$ cat src/rtl/refdiv_pkg.sv
package refdiv_pkg;

  typedef enum logic [1:0] {
    MODE_PASS = 2'd0,
    MODE_HALF = 2'd1,
    MODE_DIV  = 2'd2
  } chan_mode_e;

  localparam int CFG_DIV_BIT  = 7;
  localparam int CFG_HALF_BIT = 6;

  // Only the two top bits of a configuration byte select behaviour.
  function automatic chan_mode_e decode_mode(input logic [1:0] sel);
    if (sel[1])      return MODE_DIV;
    else if (sel[0]) return MODE_HALF;
    else             return MODE_PASS;
  endfunction

endpackage

$ cat src/rtl/refdiv_regs.sv
module refdiv_regs
  import refdiv_pkg::*;
#(
  parameter int NUM_CH  = 4,
  parameter int ADDR_W  = 8,
  parameter int N_W     = 14,
  parameter int N_MAX   = 12499,
  parameter int LO_ADDR = 32,
  parameter int HI_ADDR = 33
) (
  input  logic              clk,
  input  logic              rst,
  input  logic              wr_en,
  input  logic [ADDR_W-1:0] wr_addr,
  input  logic [7:0]        wr_data,
  output chan_mode_e        mode_o [NUM_CH],
  output logic [N_W-1:0]    ratio_n,
  output logic              ratio_bad,
  output logic              ratio_commit,
  output logic [NUM_CH-1:0] cfg_wr
);

  localparam int HI_W = N_W - 8;

  logic [7:0]     lo_stage;
  logic [N_W-1:0] next_n;
  logic           lo_wr;

  assign lo_wr        = wr_en && (wr_addr == ADDR_W'(LO_ADDR));
  assign ratio_commit = wr_en && (wr_addr == ADDR_W'(HI_ADDR));
  assign next_n       = {wr_data[HI_W-1:0], lo_stage};

  always_ff @(posedge clk) begin
    if (rst) begin
      lo_stage  <= '0;
      ratio_n   <= '0;
      ratio_bad <= 1'b1;
    end else begin
      if (lo_wr) lo_stage <= wr_data;
      if (ratio_commit) begin
        ratio_n   <= next_n;
        ratio_bad <= (next_n == '0) || (next_n > N_W'(N_MAX));
      end
    end
  end

  for (genvar i = 0; i < NUM_CH; i++) begin : g_cfg
    assign cfg_wr[i] = wr_en && (wr_addr == ADDR_W'(i));

    always_ff @(posedge clk) begin
      if (rst)            mode_o[i] <= MODE_PASS;
      else if (cfg_wr[i]) mode_o[i] <= decode_mode(wr_data[CFG_DIV_BIT:CFG_HALF_BIT]);
    end
  end

  // staging the low byte never moves the active ratio
  p_lo_staged_only_r6: assert property (@(posedge clk) disable iff (rst)
    (lo_wr && !ratio_commit) |=> $stable(ratio_n));

  // status flag agrees with the ratio it describes
  p_bad_matches_range_r7: assert property (@(posedge clk) disable iff (rst)
    ratio_bad == ((ratio_n == '0) || (ratio_n > N_W'(N_MAX))));

  // reset leaves the ratio flagged illegal
  p_reset_bad_r1: assert property (@(posedge clk)
    $past(rst) |-> (ratio_bad && ratio_n == '0));

endmodule

$ cat src/rtl/refdiv_chan.sv
module refdiv_chan
  import refdiv_pkg::*;
#(
  parameter int N_W = 14
) (
  input  logic           clk,
  input  logic           rst,
  input  logic           strobe,
  input  chan_mode_e     mode,
  input  logic [N_W-1:0] ratio_n,
  input  logic           ratio_bad,
  input  logic           ratio_commit,
  input  logic           cfg_clear,
  output logic           out
);

  logic [N_W-1:0] cnt;
  logic           clr;
  logic           wrap;

  assign clr  = cfg_clear || (ratio_commit && mode != MODE_PASS);
  assign wrap = (cnt == ratio_n);

  always_ff @(posedge clk) begin
    if (rst || clr) begin
      cnt <= '0;
      out <= 1'b0;
    end else begin
      unique case (mode)
        MODE_HALF: begin
          out <= strobe && cnt[0];
          cnt <= {{(N_W-1){1'b0}}, cnt[0] ^ strobe};
        end
        MODE_DIV: begin
          if (ratio_bad) begin
            cnt <= '0;
            out <= 1'b0;
          end else if (strobe) begin
            out <= wrap;
            cnt <= wrap ? '0 : cnt + N_W'(1);
          end else begin
            out <= 1'b0;
          end
        end
        default: begin
          out <= strobe;
          cnt <= '0;
        end
      endcase
    end
  end

  // count never runs past the shared ratio
  p_cnt_in_range_r4: assert property (@(posedge clk) disable iff (rst)
    (mode == MODE_DIV && !ratio_bad) |-> (cnt <= ratio_n));

  // an illegal ratio silences a dividing channel
  p_bad_silent_r7: assert property (@(posedge clk) disable iff (rst)
    (mode == MODE_DIV && ratio_bad) |=> (!out && cnt == '0));

  // commit clears a counting channel and drops the colliding strobe
  p_commit_clears_r8: assert property (@(posedge clk) disable iff (rst)
    (ratio_commit && mode != MODE_PASS) |=> (!out && cnt == '0));

  // configuration write suppresses the channel for that cycle
  p_cfg_clears_r9: assert property (@(posedge clk) disable iff (rst)
    cfg_clear |=> !out);

  // pass-through is a one-cycle delay
  p_pass_delay_r2: assert property (@(posedge clk) disable iff (rst)
    (mode == MODE_PASS && !cfg_clear) |=> (out == $past(strobe)));

  // halving phase stays a single bit
  p_half_phase_r3: assert property (@(posedge clk) disable iff (rst)
    (mode == MODE_HALF) |-> (cnt <= N_W'(1)));

endmodule

$ cat src/rtl/shared_ratio_divider.sv
module shared_ratio_divider
  import refdiv_pkg::*;
#(
  parameter int NUM_CH  = 4,
  parameter int ADDR_W  = 8,
  parameter int N_W     = 14,
  parameter int N_MAX   = 12499,
  parameter int LO_ADDR = 32,
  parameter int HI_ADDR = 33
) (
  input  logic              clk,
  input  logic              rst,
  input  logic [NUM_CH-1:0] ref_strobe,
  input  logic              wr_en,
  input  logic [ADDR_W-1:0] wr_addr,
  input  logic [7:0]        wr_data,
  output logic [NUM_CH-1:0] div_strobe,
  output logic              ratio_bad
);

  chan_mode_e        ch_mode [NUM_CH];
  logic [N_W-1:0]    ratio_n;
  logic              ratio_commit;
  logic [NUM_CH-1:0] cfg_wr;

  refdiv_regs #(
    .NUM_CH (NUM_CH),
    .ADDR_W (ADDR_W),
    .N_W    (N_W),
    .N_MAX  (N_MAX),
    .LO_ADDR(LO_ADDR),
    .HI_ADDR(HI_ADDR)
  ) u_regs (
    .clk         (clk),
    .rst         (rst),
    .wr_en       (wr_en),
    .wr_addr     (wr_addr),
    .wr_data     (wr_data),
    .mode_o      (ch_mode),
    .ratio_n     (ratio_n),
    .ratio_bad   (ratio_bad),
    .ratio_commit(ratio_commit),
    .cfg_wr      (cfg_wr)
  );

  for (genvar i = 0; i < NUM_CH; i++) begin : g_chan
    refdiv_chan #(
      .N_W(N_W)
    ) u_chan (
      .clk         (clk),
      .rst         (rst),
      .strobe      (ref_strobe[i]),
      .mode        (ch_mode[i]),
      .ratio_n     (ratio_n),
      .ratio_bad   (ratio_bad),
      .ratio_commit(ratio_commit),
      .cfg_clear   (cfg_wr[i]),
      .out         (div_strobe[i])
    );
  end

  // outputs are quiet right after reset
  p_reset_quiet_r1: assert property (@(posedge clk)
    $past(rst) |-> (div_strobe == '0));

endmodule

$ cat config.mk
export PLATFORM = sky130hd
export DESIGN_NAME = shared_ratio_divider
export DESIGN_NICKNAME = d
export VERILOG_FILES = /design/src/rtl/refdiv_pkg.sv /design/src/rtl/refdiv_regs.sv /design/src/rtl/refdiv_chan.sv /design/src/rtl/shared_ratio_divider.sv
export SDC_FILE = /design/constraint.sdc
export NUM_CORES = 1
export LEC_CHECK = 0
export CORE_MARGIN = 5
export CORE_UTILIZATION = 65
export CTS_CLUSTER_DIAMETER = 80
export CTS_CLUSTER_SIZE = 30
export DETAILED_ROUTE_END_ITERATION = 8
export GPL_TIMING_DRIVEN = 0
export HOLD_SLACK_MARGIN = 0.02
export PLACE_DENSITY_LB_ADDON = 0.12
export SYNTH_ARGS = -nofsm -noshare
export SYNTH_HDL_FRONTEND = slang
export SYNTH_SLANG_ARGS = --single-unit
$ cat constraint.sdc
create_clock -name clk -period 4.06 [get_ports clk]
set_input_delay 0.812 -clock clk [delete_from_list [all_inputs] [get_ports clk]]
set_output_delay 0.812 -clock clk [all_outputs]
set_load 0.005 [all_outputs]
==> results.json <==
{
  "status": "finished clean",
  "synthMuxAreaShare_pct": 5.56,
  "required_ns": 4.33,
  "whs_ns": 0.500,
  "cts_max_level": 3,
  "place_ws_ns": 1.27,
  "switching_share_pct": 22.8,
  "antenna_cells": 0,
  "synth_compound_area_share_pct": 10.9,
  "synth.distinct_cells": 60,
  "drv_slew": 0,
  "final-setup-viol-count": 0,
  "grt_max_degree": 16,
  "synth_seq_cells": 91,
  "clock_tree.buffer_depth": 2,
  "wire_per_inst_um": 17.2,
  "worstSetupPathType": "input pin to flop",
  "critPathCaptureType": "flop",
  "portBuffers": 25,
  "synth_fa_ha_area_share_pct": 4.48,
  "n_fill_cell": 628,
  "ctsHoldBuffers": 0,
  "place_hpwl_um": 9850,
  "netlist_area_mm2": 0.00558,
  "comb_power_share_pct": 5.0,
  "syn_avg_cell_area_um2": 8.52,
  "max_stage_delay_ns": 0.62,
  "power.switching_w": 0.000378,
  "ys_seq_area_share_pct": 32.6,
  "yosys_warnings": 0,
  "hold_violations": 0,
  "final.period_utilization_pct": 61.2,
  "routed_wl_um": 13800,
  "p_seq_share_pct": 54.0,
  "synth-simple-area-share_pct": 28.1,
  "coreArea_mm2": 0.00830,
  "period_minus_slack_ns": 2.49,
  "grt_pass1_wl_um": 23000,
  "grt.total_usage_pct": 27.1,
  "cts_setup_buffers": 0,
  "syn_nets": 698,
  "cp_max_fo": 7,
  "power_density_mw_per_mm2": 268,
  "synth_flop_cell": "dfxtp_1",
  "syn_to_final_growth_pct": 10.7,
  "vias_per_cell": 6.16,
  "synthCells": 655,
  "drcViolationCount": 0,
  "clock-sinks": 91,
  "met2_length_um": 6770,
  "cts_root_buffer": "clkbuf_8",
  "fin_util_pct": 74.5,
  "critPathSlowestCell": "nor3b_1",
  "grt_antenna_before_repair": 0,
  "fin_ws_ns": 1.57,
  "p_clk_share_pct": 41.0,
  "synth_common_cells": "91 x dfxtp_1, 70 x xor2_1, 56 x nor2_1, 41 x nand2_1, 35 x nor3_1",
  "worstPathCellList": "clkdlybuf4s50_1, nor3b_1, nor3_1, and3_1, xnor2_1, a211oi_1",
  "cp.arrival_ns": 2.75,
  "gp_congestion": 0.867,
  "drive_above_1_share_pct": 8.78,
  "die_w_um": 103,
  "drt_iter0_drc": 388,
  "slew_headroom_pct": 52.9,
  "grt_pass1_vias": 4811,
  "via_count": 4930,
  "grt.overflow.total": 0,
  "finalClockSkew_ns": 0.0108,
  "synth_top_area_share_pct": 32.6,
  "yosysMostFrequentCell": "dfxtp_1",
  "synth_edf_count": 0,
  "numCtsBuffers": 9,
  "route.met3.wl_um": 690,
  "start_kind": "input pin",
  "synthTopCellsByArea": "dfxtp_1 33%, xor2_1 11%, mux2i_1 5.6%, ha_1 4.5%, nor2_1 3.8%",
  "timing.fmax_mhz": 402,
  "drtAntennaViolNets": 0,
  "cts_tree": "done",
  "synthXorXnorAreaFrac_pct": 13.0,
  "p_int_w": 0.00128,
  "synth.largest_area_cell": "dfxtp_1",
  "worst_ir_drop_vdd_mv": 0.182,
  "drt-met1-wl_um": 6020,
  "die_h_um": 103,
  "final_nets": 734,
  "rsz0062_at_grt": "no",
  "clkLatencyLatePin_ns": 0.37,
  "drv_cap": 0,
  "p_leak_nw": 2.61,
  "async_flop_share_pct": 0,
  "drtPass1Iterations": 5,
  "dr.max_layer_used": "met4",
  "power_w": 0.00166,
  "num_io_pins": 28,
  "hold_class": "flop to flop",
  "synth_top_family_by_area": "simple AND/OR/NAND/NOR gates",
  "tns_ns": 0,
  "cts_resized": 0,
  "clk_pin_slew_ns": 0.09,
  "initial_utilization_pct": 67.3,
  "dieArea_mm2": 0.0105,
  "placementRows": 33,
  "tightest_slew_ns": 0.699
}
power by group through the flow:
stage / combinational, W / clock, W / sequential, W
detailed placement: 0.0000819 / 0 / 0.000916
global route: 0.0000897 / 0.000725 / 0.000895
global placement: 0.0000804 / 0 / 0.000916
floorplan: 0.0000409 / 0 / 0.000916
finish: 0.0000833 / 0.000679 / 0.000895
CTS: 0.0000824 / 0.000685 / 0.000895
through the flow:
step	instance area, µm²	cells
global route	6180	800
finish	6180	800
floorplan	5580	655
CTS	6180	800
detailed placement	5960	785
global placement	5960	785
path summary, 6_finish.rpt:
kind | startpoint | end | slack, ns | depth (start not counted)
worst min register to register | g_chan[2].u_chan.cnt[13] | g_chan[2].u_chan.cnt[13] | 0.50 | 2
worst max register to register | u_regs.mode_o[0] | g_chan[3].u_chan.cnt[8] | 1.99 | 7
worst max-delay path | ref_strobe[3] | g_chan[3].u_chan.cnt[8] | 1.57 | 6
worst min-delay path | g_chan[2].u_chan.cnt[13] | g_chan[2].u_chan.cnt[13] | 0.50 | 2
layer usage:
metal / up-vias / GRT usage (%)
met5: - / 0
met4: 0 / 10.2
met3: 27 / 3.25
met2: 166 / 46.3
met1: 2328 / 35.0
li1: 2409 / -
critical path: cells and delay by family:
kind | cells | cell delay [ns]
and+or+nand+nor | 3 | 1.05
buffers and inverters | 1 | 0.54
AOI/OAI and AO/OA | 1 | 0.22
xor gates and xnor gates | 1 | 0.12
state kept, by name (all words and copies together) (netlist names):
signal / flops
g_chan.u_chan.cnt: 56
g_chan.u_chan.out: 4
u_regs.ratio_bad: 1
u_regs.ratio_n: 14
u_regs.lo_stage: 8
u_regs.mode_o: 8
logic make-up after synthesis:
kind of cell               count (synthesis)
muxes                                     31
and+or+nand+nor                          283
buffers and inverters                     58
xor gates and xnor gates                  83
DFF                                       91
AOI/OAI and AO/OA                         89
adders and majority gates                 20
cells in the final DEF (no fill, tap or decap), types with 4 or more instances in the layout:
cell type / instances
buf_4: 6
nand2_1: 41
nor4_1: 20
nor2_1: 56
clkbuf_8: 9
and3_1: 7
nand3b_1: 5
buf_6: 4
a21oi_1: 20
and2_1: 9
xnor2_1: 13
ha_1: 20
buf_2: 18
mux2i_1: 31
dfxtp_1: 91
a211oi_1: 5
o211ai_1: 9
inv_1: 18
clkbuf_1: 11
nand2b_1: 16
o21ai_0: 14
nand4_1: 21
o21ai_1: 4
and4_1: 11
a31oi_1: 13
nor4_2: 4
nor3_1: 35
nor2b_1: 6
xor2_1: 70
clkdlybuf4s50_1: 25
nand3_1: 30
o31a_1: 4
cell type report:
class	count	area (µm²)	area share, %
multi-input combinational	506	3470	56.1
clock inverter	6	91.3	1.48
clock buffer	9	124	2.00
inverter	18	67.6	1.09
tap	105	131	2.13
sequential	91	1820	29.5
buffer	40	226	3.66
timing repair buffer	25	250	4.05
No activity file was read; power rests on OpenSTA's default activity.
